`config.mk`:
```
export PLATFORM = sky130hd
export DESIGN_NAME = luma_coring_sharpen
export DESIGN_NICKNAME = d
export VERILOG_FILES = /design/src/rtl/luma_coring_sharpen.sv
export SDC_FILE = /design/constraint.sdc
export NUM_CORES = 1
export LEC_CHECK = 0
export BUFFER_PORTS_ARGS = -buffer_cell sky130_fd_sc_hd__buf_2
export CORE_MARGIN = 1
export CORE_UTILIZATION = 45
export CTS_CLUSTER_SIZE = 14
export DETAILED_ROUTE_END_ITERATION = 6
export PLACE_DENSITY = 0.75
export SETUP_SLACK_MARGIN = 0.15
export SLEW_MARGIN = 20
export SYNTH_ARGS = -nofsm -noshare
export SYNTH_HDL_FRONTEND = slang
export SYNTH_SLANG_ARGS = --single-unit
```
`constraint.sdc`:
```
create_clock -name clk -period 0.8 [get_ports clk]
set_input_delay 0.04 -clock clk [delete_from_list [all_inputs] [get_ports clk]]
set_output_delay 0.04 -clock clk [all_outputs]
set_load 0.005 [all_outputs]
```
`src/rtl/luma_coring_sharpen.sv`:
```
module luma_coring_sharpen #(
  parameter int PW = 8,
  parameter int DW = 9,
  parameter int GW = 4,
  parameter int TW = 6
) (
  input  logic          clk,
  input  logic          rst_n,
  input  logic          pix_en,
  input  logic [PW-1:0] luma_in,
  input  logic [DW-1:0] detail_in,
  input  logic          border_in,
  input  logic [7:0]    cfg_a,
  input  logic [7:0]    cfg_b,
  input  logic [GW-1:0] border_gain,
  input  logic [GW-1:0] data_gain,
  output logic [PW-1:0] luma_out,
  output logic          out_valid,
  output logic [2:0]    flt_sel,
  output logic [3:0]    blk_offset,
  output logic          border_wide,
  output logic          blk_large
);
  localparam int MW = DW + 1;
  localparam int XW = DW + GW + 3;
  localparam logic [GW-1:0] GCAP = GW'(1 << (GW - 1));
  localparam logic signed [XW-1:0] YMAX = XW'((1 << PW) - 1);

  logic                 sharp;
  logic signed [MW-1:0] det_x;
  logic [MW-1:0]        mag, thr;
  logic [GW-1:0]        g_sel, g_eff;
  logic signed [XW-1:0] prod, corr, delta, sum;
  logic                 qual;
  logic [PW-1:0]        y_next;

  assign sharp       = cfg_b[3];
  assign flt_sel     = cfg_b[2:0];
  assign blk_offset  = cfg_b[7:4];
  assign border_wide = cfg_a[6];
  assign blk_large   = cfg_a[7];

  assign det_x = {detail_in[DW-1], detail_in};
  assign mag   = det_x[MW-1] ? MW'(-det_x) : MW'(det_x);
  assign thr   = MW'(cfg_a[TW-1:0]);
  assign qual  = sharp ? (mag > thr) : (mag < thr);

  assign g_sel = border_in ? border_gain : data_gain;
  assign g_eff = (sharp && g_sel > GCAP) ? GCAP : g_sel;

  assign prod  = XW'(det_x) * $signed({{(XW-GW){1'b0}}, g_eff});
  assign corr  = sharp ? (prod >>> GW) : (prod >>> (GW - 1));
  assign delta = !qual ? '0 : (sharp ? corr : -corr);
  assign sum   = $signed({{(XW-PW){1'b0}}, luma_in}) + delta;

  always_comb begin
    if (sum < 0)         y_next = '0;
    else if (sum > YMAX) y_next = '1;
    else                 y_next = sum[PW-1:0];
  end

  always_ff @(posedge clk or negedge rst_n) begin
    if (!rst_n) begin
      luma_out  <= '0;
      out_valid <= 1'b0;
    end else begin
      out_valid <= pix_en;
      if (pix_en) luma_out <= y_next;
    end
  end
endmodule

```
# Word-level counts from Yosys, hierarchy flattened
# Cells that the tools add are included.
word_totals:
  out_inout_bits: 18
  wordCells: 21
  in_bits: 45
  regBits: 9
op_classes:
  muxes: 9
  reduce_logical: 1
  magnitude_cmp: 5
  multipliers: 1
  add_sub_neg: 3
ops:
  columns: ["op", "n"]
  rows:
  - ["16-bit 2-to-1 mux", 2]
  - ["10-bit 2-to-1 mux", 2]
  - ["9-bit by 16-bit adder with 16-bit output", 1]
  - ["16-bit by 9-bit > comparator with 1-bit output, second input constant", 1]
  - ["16-bit by 1-bit less-than comparator with 1-bit output, second input constant", 1]
  - ["8-bit 2-to-1 mux", 2]
  - ["16-bit negation", 1]
  - ["9-bit by 5-bit multiplier with 14-bit output", 1]
  - ["10-bit by 6-bit > comparator with 1-bit output", 1]
  - ["10-bit by 6-bit less-than comparator with 1-bit output", 1]
  - ["9-bit negation with 10-bit output", 1]
  - ["4-bit 2-to-1 mux", 2]
  - ["4-bit > comparator, second input constant", 1]
  - ["1-bit logical AND", 1]
  - ["1-bit 2-to-1 mux", 1]

# Depth between registers and ports, before layout
# Gate-level depths: netlist of run 1.
logic_depth:
  word_depth: 13
  mapped_depth: 35
  ltp_nobuf: 32

# Worst setup path before layout of run 1
# No wires, ideal clock.
synth_path:
  path_type: "input port to flip-flop"
  startpoint: "input port cfg_b[3]"
  endpoint: "register luma_out[2]"
  path_stages: 34
  arrival_time_ps: 6505
  n_path_buf: 3
  slack_ps: -5832
  required_time_ps: 673
  cell_sequence: "clkbuf_1 > buf_1 > a21oi_1 > and2_1 > ha_1 > inv_1 > fa_1 > inv_1 > fa_1 > ha_1 > and4_1 > o211ai_2 > o21ai_4 > xnor2_1 > nand2_1 > o21ai_0 > ha_1 > a21boi_0 > o21ai_0 > nand2b_1 > xor2_1 > nor2_1 > o21ba_2 > ha_1 > inv_1 > a21oi_1 > o21ai_0 > a21oi_1 > o21ai_0 > nand2b_1 > or4b_1 > buf_2 > nor3_1 > a211oi_1"
synth_via:
  elab_chain_len: 11
  elab_cells_between_ends: 13
synth_lines:
  columns: ["element", "line", "text"]
  rows:
  - ["start, declared", "14", "input logic [7:0] cfg_b,"]
  - ["1-bit logical AND", "49", "assign g_eff = (sharp && g_sel > GCAP) ? GCAP : g_sel;"]
  - ["4-bit 2-to-1 mux", "49", null]
  - ["9-bit by 5-bit multiplier with 14-bit output", "51", "assign prod = XW'(det_x) * $signed({{(XW-GW){1'b0}}, g_eff});"]
  - ["10-bit 2-to-1 mux", "52", "assign corr = sharp ? (prod >>> GW) : (prod >>> (GW - 1));"]
  - ["16-bit negation", "53", "assign delta = !qual ? '0 : (sharp ? corr : -corr);"]
  - ["16-bit 2-to-1 mux", "53", null]
  - ["16-bit 2-to-1 mux (*)", "53", null]
  - ["9-bit by 16-bit adder with 16-bit output (*)", "54", "assign sum = $signed({{(XW-PW){1'b0}}, luma_in}) + delta;"]
  - ["16-bit by 9-bit > comparator with 1-bit output", "58", "else if (sum > YMAX) y_next = '1;"]
  - ["8-bit 2-to-1 mux", "58", null]
  - ["8-bit 2-to-1 mux (*)", "57", "if (sum < 0) y_next = '0;"]
  - ["end signal, assigned", "68", "if (pix_en) luma_out <= y_next;"]
  - ["end, declared", "17", "output logic [PW-1:0] luma_out,"]
# Every way passes the cells marked *; elsewhere a longest branch is shown, timed or not.
# A chain may end at the register's enable or synchronous reset.

# Final worst setup path of run 1
layout_path:
  startpoint: "input port border_in"
  endpoint: "register luma_out[4]"
layout_via:
  elab_chain_len: 13
  elab_cells_between_ends: 14
layout_lines:
  columns: ["element", "line", "text"]
  rows:
  - ["start, declared", "12", "input logic border_in,"]
  - ["4-bit 2-to-1 mux (*)", "48", "assign g_sel = border_in ? border_gain : data_gain;"]
  - ["4-bit > comparator", "49", null]
  - ["1-bit logical AND", "49", null]
  - ["4-bit 2-to-1 mux (*)", "49", null]
  - ["9-bit by 5-bit multiplier with 14-bit output (*)", "51", null]
  - ["10-bit 2-to-1 mux", "52", null]
  - ["16-bit negation", "53", null]
  - ["16-bit 2-to-1 mux (*) (2 in a row)", "53", null]
  - ["9-bit by 16-bit adder with 16-bit output (*)", "54", null]
  - ["16-bit by 9-bit > comparator with 1-bit output", "58", null]
  - ["8-bit 2-to-1 mux", "58", null]
  - ["8-bit 2-to-1 mux (*)", "57", null]
# Marks and branches as above.

==> out/metrics.yaml, run 1 <==
run_status:
  outcome: "finished, violations left"
  violations: "setup timing"
floorplanning:
  row_count: 32
  die_h_um: 91.1
  core_um2: 7690
  dieWidth_um: 91.1
  dieArea_um2: 8290
  initial_utilization_pct: 46.4
  io_pins: 63
route:
  drc: 0
  wl_um: 10800
  detail-route-antenna-nets: 0
  drt-pass1-iter-count: 6
  wl_per_cell_um: 15.1
  drtIter0Drc: 233
  vias: 4064
  viasPerCell: 5.68
yosys:
  synth_warnings: 0
  avgSynthCellArea_um2: 7.92
  synth_edf_count: 0
  yosysSeqAreaShare_pct: 6.31
  syn_nets: 556
  netlist_area_um2: 3570
  ys.flop_type: "dfrtp_1"
  yosys_register_bits: 9
  syn_inst: 451
  synth_async_sr_flop_share_pct: 100
  synth_cell_types: 77
cts:
  numCtsBuffers: 3
  cts_tree: "built"
  clock-root-buffer: "clkbuf_8"
  clk_latency_ns: 0.24
  htreeDepth: 1
  cts.sinks: 9
  clk_pin_slew_ns: 0.04
  clk_path_buf_depth: 2
place:
  post-place-ws_ns: -5.49
  port_buffers: 44
  place.gp.congestion: 0.866
  dpl.cell_count: 700
  post-dp-hpwl_um: 8280
run:
  drv_cap: 0
power:
  p_leak_uw: 0.00253
  vdd_ir_drop_max_mv: 1.12
  p_per_area_nw_per_um2: 2290
  total_power_uw: 11900
critical_path:
  criticalPathCategory: "input port to register"
  rr_worst_depth: 2
  critPathMaxStageDelay_ns: 0.55
  timing.rr.end: "luma_out[1]"
  r2r_start: "luma_out[1]"
  r2r_slack_ns: 0.03
  cp.depth: 30
  cp-start-kind: "input port"
  path_buf_inv: 7
  cp_max_fo: 8
  crit_path_end_kind: "register"
  cp.arrival_ns: 6.06
  critPathTopFamily: "adder cells"
  crit_path_top_delay_cell: "fa_1"
  worst_ep_required_time_ns: 0.92
layout:
  nFillCells: 613
  drive_above_1_share_pct: 41.6
  fin_nets: 719
  area_delta_synth_final_pct: 45.4
  multi_input_area_um2: 3280
  finalNonFillerCells: 715
  diodes: 0
  layout_commonest_cell: "buf_4"
  area.sequential_um2: 225
  layout_common_cells: "buf_4, inv_1, buf_2"
hold_path:
  hp-start: "cfg_b[7]"
  min_to: "blk_offset[3]"
  min_path_cells: 0
  min_path_type: "input port to output pin"
grt:
  antenna_found_initial: 0
  grt_max_degree: 28
  grt.total_usage_pct: 25.6
  grt_pass1_wl_um: 17700
  grt_pass1_vias: 3980
  overflow: 0
timing:
  slew_headroom_pct: 64.5
  timing.fmax_mhz: 168
  fin_skew_ns: 0
  setup_viol_count_final: 10
  grt_setup_unrepaired: "true"
  period_share_pct: 742
  drv_slew: 0
  hold_viol: 0
  whs_ns: 0.0800
  fin_ws_ns: -5.14
  min_period_ns: 5.94
  tightest_slew_ns: 0.529
## worst register-to-register path, stage by stage, from the launching register on
cell and delay (ns):
dfrtp_1 0.35, o21ai_1 0.09, a211oi_2 0.23
## per-layer routing
layer / vias up / routed length (um) / global-route usage, %
met5: - / 0 / 0
met4: 0 / 249 / 7.54
met3: 35 / 584 / 1.84
met2: 153 / 5380 / 46.3
met1: 1957 / 4570 / 32.5
li1: 1919 / - / -
## where the power goes
part	switching, uW	total, uW	internal [uW]	leakage, uW
combinational	5340	10500	5180	0.00241
clock	222	573	351	0.0000228
sequential	117	766	649	0.0000976
## per-stage QoR
| stage | instance area [um2] | setup TNS (ns) | util (%) |
|---|---|---|---|
| global placement | 4850 | -40.92 | 63.1 |
| CTS | 5060 | -39.29 | 65.8 |
| detailed placement | 4850 | -43.55 | 63.1 |
| floorplan | 3690 | -41.29 | - |
| finish | 5190 | -40.99 | 67.5 |
| global route | 5190 | -43.38 | 67.5 |
## area by class of cell
class                      count  share of cell area [%]
timing repair buffer         183                    25.3
inverter                      52                    3.86
tap                          102                    2.46
clock buffer                   4                   0.868
sequential                     9                    4.34
multi-input combinational    365                    63.2
## worst max path at each step
| stage | slack (ns) | endpoint | startpoint |
|---|---|---|---|
| global placement | -5.16 | luma_out[0] | border_in |
| finish | -5.14 | luma_out[4] | border_in |
| detailed placement | -5.49 | luma_out[0] | border_in |
| global route | -5.42 | luma_out[0] | border_in |
| floorplan | -5.21 | luma_out[0] | border_in |
| CTS | -4.92 | luma_out[1] | border_in |
## kinds of logic after synthesis
family	Yosys count	synth area share, %
flops	9	6.31
mux	8	2.94
compound gates	110	24.5
xor+xnor	22	5.92
fa+ha+maj	60	25.2
simple gates	165	25.3
buf+inv	77	9.74
## synthesized netlist by cell type, types with 4 or more instances
cell type / n / area share (%)
inv_1: 51 / 5.4
ha_1: 40 / 14
nor2_1: 38 / 4.0
and2_1: 25 / 4.4
a21oi_1: 21 / 2.9
nand2_1: 21 / 2.2
fa_1: 20 / 11
nor3_1: 20 / 2.8
o21ai_0: 18 / 2.5
xnor2_1: 15 / 3.7
a211oi_1: 14 / 2.9
nand3_1: 11 / 1.5
buf_4: 9 / 1.9
clkbuf_1: 9 / 0.95
dfrtp_1: 9 / 6.3
nand2b_1: 9 / 1.6
o21ai_1: 9 / 1.3
and3_1: 7 / 1.2
a31oi_1: 6 / 1.1
nand4_1: 6 / 1.1
nor2b_1: 6 / 1.1
xor2_1: 6 / 1.5
a21o_1: 4 / 0.84
a221oi_1: 4 / 0.98
buf_2: 4 / 0.56
mux2_4: 4 / 1.7
or3_1: 4 / 0.70
## flip-flops by register name, indices dropped and copies added, names as in the netlist
| signal | cells |
|---|---|
| luma_out | 8 |
| out_valid | 1 |
## what timing repair did
action                                 4_1_cts  5_1_grt
hold buffers                                 1        0
setup buffers                                7        3
setup endpoints to repair                   17       17
pin swaps                                   20       11
resized for setup                           28       16
endpoints found under the hold margin        9        0
Power figures use the tool's default switching activity.
==> run 2, diff against run 1 <==
==> constraint.sdc (replaced) <==
create_clock -name clk -period 0.8 [get_ports clk]
set_input_delay 0.24 -clock clk [delete_from_list [all_inputs] [get_ports clk]]
set_output_delay 0.24 -clock clk [all_outputs]
set_load 0.005 [all_outputs]
==> run 2 against run 1 <==
Effect of this change:
- the flow still finishes with violations (setup timing)
- critical path depth grew 4
- power is 4.7% higher
- combinational power increased by 6%
- final cell count is 2.5% higher
- maximum frequency is 4.1% lower
- register-to-register slack lost 0.18 ns
- worst setup slack got worse by 0.26 ns
==> out/metrics.yaml, run 2 (synthesis gave the netlist of run 1 again) <==
power:
  p_leak_uw: 0.00262  # +3.6%
  seqPwrFrac_pct: 6.2  # -0.3 points
  power.switching_uw: 5900  # +4.0%
  p_int_uw: 6510  # +5.4%
  p_clk_share_pct: 4.6  # -0.2 points
  vdd_ir_drop_max_mv: 1.02  # -8.3%
  combinationalPowerShare_pct: 89.3  # +0.6 points
  p_sw_share_pct: 47.5  # -0.34 points
  p_per_area_nw_per_um2: 2330  # +1.8%
layout:
  drive_above_1_share_pct: 44.4  # +2.8 points
  layout_common_cells: "buf_4, inv_1, buf_2"
  layout_commonest_cell: "buf_4"
  fin_area_um2: 5340  # +2.9%
  diodes: 0  # unchanged
  area_delta_synth_final_pct: 49.5
  nFillCells: 562  # -8.3%
  multi_input_area_um2: 3300  # +0.73%
  area.sequential_um2: 225  # unchanged
  top_regs: "luma_out: 8 flops, out_valid: 1 flops"
  fin_util_pct: 69.4  # +1.9 points
  largest_reg_flops: 8  # unchanged
  regMostFlops: "luma_out"
  fin_nets: 737  # +2.5%
timing:
  min_period_ns: 6.19  # +0.256 ns
  drv_slew: 0  # unchanged
  grt_setup_unrepaired: "true"
  setup_viol_count_final: 17  # +7
  hold_viol: 0  # unchanged
  tns_ns: -44.49  # -3.50 ns
  period_share_pct: 774  # +32 points
  timing.fmax_mhz: 162  # -4.1%
  fin_skew_ns: 0  # unchanged
  slew_headroom_pct: 63.3  # -1.2 points
  tightest_slew_ns: 0.546  # +0.0172 ns
  fin_ws_ns: -5.39  # -0.256 ns
critical_path:
  critPathTopFamily: "adder cells"
  crit_path_end_kind: "register"
  cp.arrival_ns: 6.31  # +0.25 ns
  crit_path_top_delay_cell: "fa_1"
  worst_ep_required_time_ns: 0.92  # about the same
  path_buf_inv: 5  # -2
  criticalPathCategory: "input port to register"
  cp-start-kind: "input port"
  critPathMaxStageDelay_ns: 0.55  # about the same
  cp_max_fo: 8  # unchanged
route:
  wl_per_cell_um: 15.5  # +2.8%
  wl_um: 11400  # +5.4%
  drtIter0Drc: 208  # -11%
  vias: 4138  # +1.8%
  detail-route-antenna-nets: 0  # unchanged
  viasPerCell: 5.65  # -0.68%
  drt-pass1-iter-count: 5  # -1
  drc: 0  # unchanged
place:
  place.gp.congestion: 0.866  # about the same
  port_buffers: 44  # unchanged
  post-dp-hpwl_um: 8380  # +1.1%
  postPlaceCellArea_um2: 4850  # unchanged
cts:
  cts_tree: "built"
  clk_path_buf_depth: 2  # unchanged
  htreeDepth: 1  # unchanged
  clk_latency_ns: 0.24  # about the same
  numCtsBuffers: 3  # unchanged
  clock-root-buffer: "clkbuf_8"
  clk_pin_slew_ns: 0.05  # about the same
  cts.sinks: 9  # unchanged
floorplanning:
  core_um2: 7690  # unchanged
  die_h_um: 91.1  # unchanged
  initial_utilization_pct: 46.4  # unchanged
  dieWidth_um: 91.1  # unchanged
  io_pins: 63  # unchanged
  dieArea_um2: 8290  # unchanged
  row_count: 32  # unchanged
hold_path:
  min_path_type: "input port to register"
grt:
  grt_pass1_wl_um: 18200  # +2.6%
  overflow: 0  # unchanged
  grt_pass1_vias: 4179  # +5.0%
  grt_max_degree: 28  # unchanged
  antenna_found_initial: 0  # unchanged
  grt.total_usage_pct: 26.2  # +0.54 points
run_status:
  violations: "setup timing"
  outcome: "finished, violations left"
run:
  drv_cap: 0  # unchanged
run 2: cell count changes in the layout (fill, tap and decap cells not counted), moves of 2 or more:
| cell | before | now |
|---|---|---|
| buf_4 | 135 | 154 |
| o21ai_2 | 3 | 7 |
| nor2_1 | 38 | 35 |
| nor2_2 | 0 | 3 |
| o21ai_1 | 14 | 11 |
| inv_2 | 4 | 2 |
run 2: area by class of cell:
class | instances | share of cell area, %
sequential | 9 | 4.22
inverter | 52 | 3.80
timing repair buffer | 201 | 26.9
multi-input combinational | 365 | 61.8
tap | 102 | 2.39
clock buffer | 4 | 0.844
run 2: what timing repair did:
item / in CTS / in global routing
setup endpoints to repair: 17 / 17
pin swaps: 17 / 14
gates resized for setup: 18 / 35
hold buffers: 1 / 0
buffers inserted: 18 / 10
endpoints found under the hold margin: 9 / 0
run 2: worst paths after layout:
kind | start | endpoint | slack [ns] | cells past startpoint
worst min register to register | luma_out[7] | luma_out[7] | 0.60 | 2
worst max register to register | luma_out[2] | luma_out[2] | -0.15 | 4
worst min-delay path | pix_en | out_valid | 0.32 | 2
min in group asynchronous | rst_n | luma_out[3] | 0.39 | 2
worst max-delay path | border_in | luma_out[1] | -5.39 | 34
max in group asynchronous | rst_n | luma_out[6] | 0.22 | 2
run 2: power groups by stage:
stage                     logic [uW]  registers, uW  clock network (uW)
after CTS                      10100            742                 571
after floorplan                 5630            767                   0
final                          11100            765                 568
after detailed placement        9370            761                   0
after global placement          9050            753                   0
after global routing           11900            776                 605
run 2: through the flow:
stage	worst slack (ns)	hold WS (ns)	instances	total power (uW)
final	-5.39	0.319	733	12400
after global routing	-5.65	0.318	733	13300
after CTS	-5.24	0.302	723	11400
after detailed placement	-5.71	0.105	700	10100
after global placement	-5.36	0.0953	700	9800
after floorplan	-5.41	-0.0556	451	6400
run 2: layer usage:
layer  vias to the layer above  global-route usage [%]  share of wire, %
met4                         0                    6.22               1.6
met3                        26                    2.01               5.4
met5                         -                       0                 0
met1                      2009                    33.1                43
li1                       1952                       -                 -
met2                       151                    48.0                50
